<file path="config.mk">
export PLATFORM = sky130hd
export DESIGN_NAME = prbs7_bist
export DESIGN_NICKNAME = d
export VERILOG_FILES = /design/src/rtl/prbs7_pkg.sv /design/src/rtl/prbs7_adv.sv /design/src/rtl/prbs7_gen.sv /design/src/rtl/prbs7_chk.sv /design/src/rtl/prbs7_bist.sv
export SDC_FILE = /design/constraint.sdc
export NUM_CORES = 1
export LEC_CHECK = 0
export ABC_AREA = 1
export BUFFER_PORTS_ARGS = -buffer_cell sky130_fd_sc_hd__buf_2
export CAP_MARGIN = 40
export CORE_MARGIN = 10
export CORE_UTILIZATION = 47
export CTS_CLUSTER_SIZE = 24
export DETAILED_ROUTE_END_ITERATION = 7
export PLACE_DENSITY = 0.75
export SLEW_MARGIN = 20
export SYNTH_ARGS = -nofsm -noshare
export SYNTH_HDL_FRONTEND = slang
export SYNTH_SLANG_ARGS = --single-unit
export TNS_END_PERCENT = 100
</file>
<file path="constraint.sdc">
create_clock -name clk_i -period 1.19 [get_ports clk_i]
set_input_delay 0.357 -clock clk_i [delete_from_list [all_inputs] [get_ports clk_i]]
set_output_delay 0.357 -clock clk_i [all_outputs]
set_load 0.05 [all_outputs]
</file>
<file path="src/rtl/prbs7_pkg.sv">
package prbs7_pkg;
  localparam int unsigned LFSR_W = 7;
  localparam int unsigned TAP_A  = 7;
  localparam int unsigned TAP_B  = 6;
  localparam logic [LFSR_W-1:0] SEED = 7'h01;

  // history bit 0 is the most recent sequence bit
  function automatic logic next_bit(input logic [LFSR_W-1:0] hist);
    return hist[TAP_A-1] ^ hist[TAP_B-1];
  endfunction
endpackage

</file>
<file path="src/rtl/prbs7_adv.sv">
module prbs7_adv
  import prbs7_pkg::*;
#(
  parameter int unsigned WORD_W = 10
) (
  input  logic [LFSR_W-1:0] hist_i,
  output logic [WORD_W-1:0] word_o,
  output logic [LFSR_W-1:0] hist_o
);
  logic [LFSR_W-1:0] h;
  logic              b;

  always_comb begin
    h      = hist_i;
    b      = 1'b0;
    word_o = '0;
    for (int i = 0; i < WORD_W; i++) begin
      b         = next_bit(h);
      word_o[i] = b;
      h         = {h[LFSR_W-2:0], b};
    end
    hist_o = h;
  end
endmodule

</file>
<file path="src/rtl/prbs7_gen.sv">
module prbs7_gen
  import prbs7_pkg::*;
#(
  parameter int unsigned WORD_W = 10
) (
  input  logic              clk_i,
  input  logic              rst_ni,
  input  logic              en_i,
  input  logic [WORD_W-1:0] data_i,
  output logic [WORD_W-1:0] data_o
);
  logic [LFSR_W-1:0] state_q, state_nxt;
  logic [WORD_W-1:0] word;

  prbs7_adv #(.WORD_W(WORD_W)) u_adv (
    .hist_i (state_q),
    .word_o (word),
    .hist_o (state_nxt)
  );

  always_ff @(posedge clk_i or negedge rst_ni) begin
    if (!rst_ni) begin
      state_q <= SEED;
      data_o  <= '0;
    end else if (en_i) begin
      state_q <= state_nxt;
      data_o  <= word;
    end else begin
      state_q <= SEED;
      data_o  <= data_i;
    end
  end
endmodule

</file>
<file path="src/rtl/prbs7_chk.sv">
module prbs7_chk
  import prbs7_pkg::*;
#(
  parameter int unsigned WORD_W = 10
) (
  input  logic              clk_i,
  input  logic              rst_ni,
  input  logic              en_i,
  input  logic              sticky_i,
  input  logic              valid_i,
  input  logic [WORD_W-1:0] data_i,
  output logic              seeded_o,
  output logic              pass_o
);
  logic [LFSR_W-1:0] state_q, state_nxt, seed_hist;
  logic [WORD_W-1:0] exp_word;
  logic              mismatch;

  // last LFSR_W bits of the word, most recent first
  always_comb begin
    for (int i = 0; i < LFSR_W; i++) seed_hist[i] = data_i[WORD_W-1-i];
  end

  prbs7_adv #(.WORD_W(WORD_W)) u_adv (
    .hist_i (state_q),
    .word_o (exp_word),
    .hist_o (state_nxt)
  );

  assign mismatch = (data_i != exp_word);

  always_ff @(posedge clk_i or negedge rst_ni) begin
    if (!rst_ni) begin
      state_q  <= '0;
      seeded_o <= 1'b0;
      pass_o   <= 1'b0;
    end else if (!en_i) begin
      seeded_o <= 1'b0;
      pass_o   <= 1'b0;
    end else if (!seeded_o) begin
      pass_o <= 1'b1;
      if (valid_i) begin
        state_q  <= seed_hist;
        seeded_o <= 1'b1;
      end
    end else if (valid_i) begin
      // advance on expected state so one bad word does not desync
      state_q <= state_nxt;
      pass_o  <= sticky_i ? (pass_o & ~mismatch) : ~mismatch;
    end
  end
endmodule

</file>
<file path="src/rtl/prbs7_bist.sv">
module prbs7_bist #(
  parameter int unsigned WORD_W = 10
) (
  input  logic              clk_i,
  input  logic              rst_ni,
  input  logic              prbs_en_i,
  input  logic              sticky_i,
  input  logic [WORD_W-1:0] tx_data_i,
  output logic [WORD_W-1:0] tx_data_o,
  input  logic              rx_valid_i,
  input  logic [WORD_W-1:0] rx_data_i,
  output logic              pass_o
);
  logic chk_seeded;

  prbs7_gen #(.WORD_W(WORD_W)) u_gen (
    .clk_i  (clk_i),
    .rst_ni (rst_ni),
    .en_i   (prbs_en_i),
    .data_i (tx_data_i),
    .data_o (tx_data_o)
  );

  prbs7_chk #(.WORD_W(WORD_W)) u_chk (
    .clk_i    (clk_i),
    .rst_ni   (rst_ni),
    .en_i     (prbs_en_i),
    .sticky_i (sticky_i),
    .valid_i  (rx_valid_i),
    .data_i   (rx_data_i),
    .seeded_o (chk_seeded),
    .pass_o   (pass_o)
  );
endmodule

</file>
==> results.toml <==
[run]
maxCapViolCount = 0

[global_route]
grt_util_all_layers_pct = 14.4
grt_pass1_wl_mm = 6.43
grt_overflow = 0
antenna_found_initial = 0
grt_max_degree = 17
grt_pass1_vias = 1470

[pwr]
p_leak_uw = 0.00110
p_per_area_mw_per_mm2 = 1540
p_sw_uw = 1350
comb_power_share_pct = 49.3
p_clk_share_pct = 12.4
pwr-share-seq_pct = 38.3
internal_power_uw = 1830
vdd_ir_drop_max_mv = 1.31
swShare_pct = 42.4

[setup_path]
path_delay_family = "simple AND/OR/NAND/NOR gates"
crit_path_max_fanout = 5
endpoint_kind = "register"
critical_path.cell_chain = "inv_4 > nand2_2 > nand2_2 > nand2_1 > nand2_1 > nor2_1 > nand2_1 > nor2_2 > nand3_1 > nand2_1 > nand2_1 > a21oi_2"
critPathSlowestCell = "dfrtp_2"
cp.arrival_ns = 1.75
path_class = "register to register"
cp.required_ns = 1.44
max_stage_delay_ns = 0.47
path_buf_inv = 1
critPathMostFrequentCell = "nand2_1"
cp-start-kind = "register"

[die]
num_rows = 20
io_pins = 36
core_area_mm2 = 0.00298
die_area_mm2 = 0.00567
dieHeight_um = 75.3
initial_core_util_pct = 48.2
die_x_um = 75.3

[layout]
final_design_area_no_fill_mm2 = 0.00206
area_delta_synth_final_pct = 43.2
diodes = 0
multiInputGateArea_um2 = 776
regArea_um2 = 654
drive_gt1_share_pct = 37.2
fillCellCount = 249
final_util_pct = 69.1
fin_nets = 292

[detailed_routing]
routed_wl_mm = 4.05
drt_iter0_drc = 97
drc = 0
vias_per_cell = 5.11
num_vias = 1528
ant_nets = 0
drt_pass1_iterations = 4
drt-wirelength-per-cell_um = 13.6

[logic_synthesis]
synth_cells = 204
synth.area.top_cells = "dfrtp_1 44%, nand2_1 21%, o21ai_0 5.9%, nor2_1 4.7%, inv_1 4.2%"
synth.top_cells.by_count = "82 x nand2_1, 25 x dfrtp_1, 18 x nor2_1"
yosysWarnings = 0
synth_most_common_cell = "nand2_1"
ys_ff_latch = 26
synth_top_area_share_pct = 43.6
seq_area_frac_synth_pct = 45.4
avgSynthCellArea_um2 = 7.04
synth_edf_count = 0
syn_nets = 229
synth_area_mm2 = 0.00144
async_flop_share_pct = 100
synth_ff_type = "dfrtp_1"
yosys.cell_types.count = 21
yosysTopAreaCell = "dfrtp_1"

[timing]
rsz0062_at_grt = "true"
finalSetupViolCount = 16
layout_min_cycle_time_ns = 1.50
relSlewSlack_pct = 80.8
drv_slew = 0
holdWs_ns = 0.217
max_freq_mhz = 669
period_share_pct = 126
worst_pin_slew_ns = 0.288
skew_ns = 0.0213
hold_viol = 0
fin_ws_ns = -0.306

[clocking]
cts_root_buf = "clkbuf_4"
cts-buffers-inserted = 3
cts_tree = "built"
h-tree-depth = 1
cts.path.max_buffers = 2
clkSinkCount = 26
path_clk_slew_ns = 0.15
clkLatencyLatePin_ns = 0.33

[status]
violations = "setup timing"
outcome = "complete, but fails checks"

[place]
gp_congestion = 0.904
place_ws_ns = -0.241
hpwl_mm = 3.08
post_dp_cell_area_mm2 = 0.00185
numPortBuffers = 35

[worst_hold_path]
hold_class = "primary input to register"
flip-flops by register name, indices dropped and copies added (netlist names):
name            cells
u_gen.data_o       10
u_gen.state_q       7
u_chk.pass_o        1
u_chk.seeded_o      1
u_chk.state_q       7
per-layer routing:
metal,track usage [%],wire [µm],vias to the layer above
met4,2.47,34,0
met1,17.8,1700,702
met2,24.7,2020,54
met5,0,0,-
met3,3.69,302,4
li1,-,-,768
cells in the final DEF (no fill, tap or decap), drive strengths merged:
| master | Yosys | final |
|---|---|---|
| dfstp | 1 | 1 |
| o21ai | 18 | 18 |
| dfrtp | 25 | 25 |
| o22ai | 6 | 6 |
| nand3 | 7 | 7 |
| xnor2 | 4 | 4 |
| inv | 19 | 19 |
| clkbuf | 3 | 4 |
| dlygate4sd3 | 0 | 1 |
| o21a | 1 | 1 |
| nor2 | 18 | 18 |
| nand3b | 2 | 2 |
| clkinvlp | 0 | 1 |
| buf | 1 | 61 |
| nand2 | 87 | 87 |
| o21bai | 1 | 1 |
| a21oi | 10 | 10 |
final timing paths:
check                                             end                          from  cells past startpoint  slack [ns]
hold / removal              u_gen.data_o[1]$_DFF_PN0_                  tx_data_i[1]                      3        0.22
setup / recovery             u_chk.pass_o$_DFFE_PN0P_  u_chk.state_q[5]$_DFFE_PN0P_                     12       -0.31
max in group asynchronous  u_gen.state_q[6]$_DFF_PN0_                        rst_ni                      3        0.39
min in group asynchronous  u_gen.state_q[1]$_DFF_PN0_                        rst_ni                      2        0.41
hold reg to reg            u_gen.state_q[5]$_DFF_PN0_    u_gen.state_q[2]$_DFF_PN0_                      2        0.57
setup reg to reg             u_chk.pass_o$_DFFE_PN0P_  u_chk.state_q[5]$_DFFE_PN0P_                     12       -0.31
layout make-up:
cell class              count  area share (%)
clock buffers               4            1.28
inverters                  20            3.95
multi-input cells         154            37.7
flip-flops and latches     26            31.8
well taps                  33            2.01
repair buffers             62            23.2
logic make-up (layout without fill, tap and decap cells):
| logic type | Yosys count | in the layout | share of synthesized area, % |
|---|---|---|---|
| flops | 26 | 26 | 45.4 |
| xor+xnor | 4 | 4 | 2.44 |
| buf+inv | 24 | 86 | 6.36 |
| compound gates | 36 | 36 | 13.7 |
| simple gates | 114 | 114 | 32.1 |
stage by stage:
| stage | cells | total power (µW) | setup TNS [ns] |
|---|---|---|---|
| floorplan | 204 | 2060 | -0.0594 |
| global placement | 291 | 2490 | -0.327 |
| detailed placement | 291 | 2520 | -0.347 |
| CTS | 297 | 3060 | -0.880 |
| global route | 299 | 3380 | -1.80 |
| finish | 299 | 3180 | -1.04 |
tightest hold or removal path, cell delays in order:
cell and delay (ns):
buf_2 0.07, nand2_1 0.04, o21ai_0 0.06
power by group through the flow:
stage                     combinational (µW)  clock (µW)  sequential, µW
final                                   1560         394            1220
after global routing                    1710         432            1240
after CTS                               1470         395            1200
after detailed placement                1320           0            1200
after global placement                  1300           0            1190
after floorplan                          629           0            1430
what timing repair did:
item,in CTS,in global routing
endpoints found under the hold margin,10,0
hold buffers,1,0
endpoints found under the setup margin,16,18
pin swaps,0,9
gates resized for setup,30,18
setup buffers,1,2
Power figures use the tool's default switching activity.
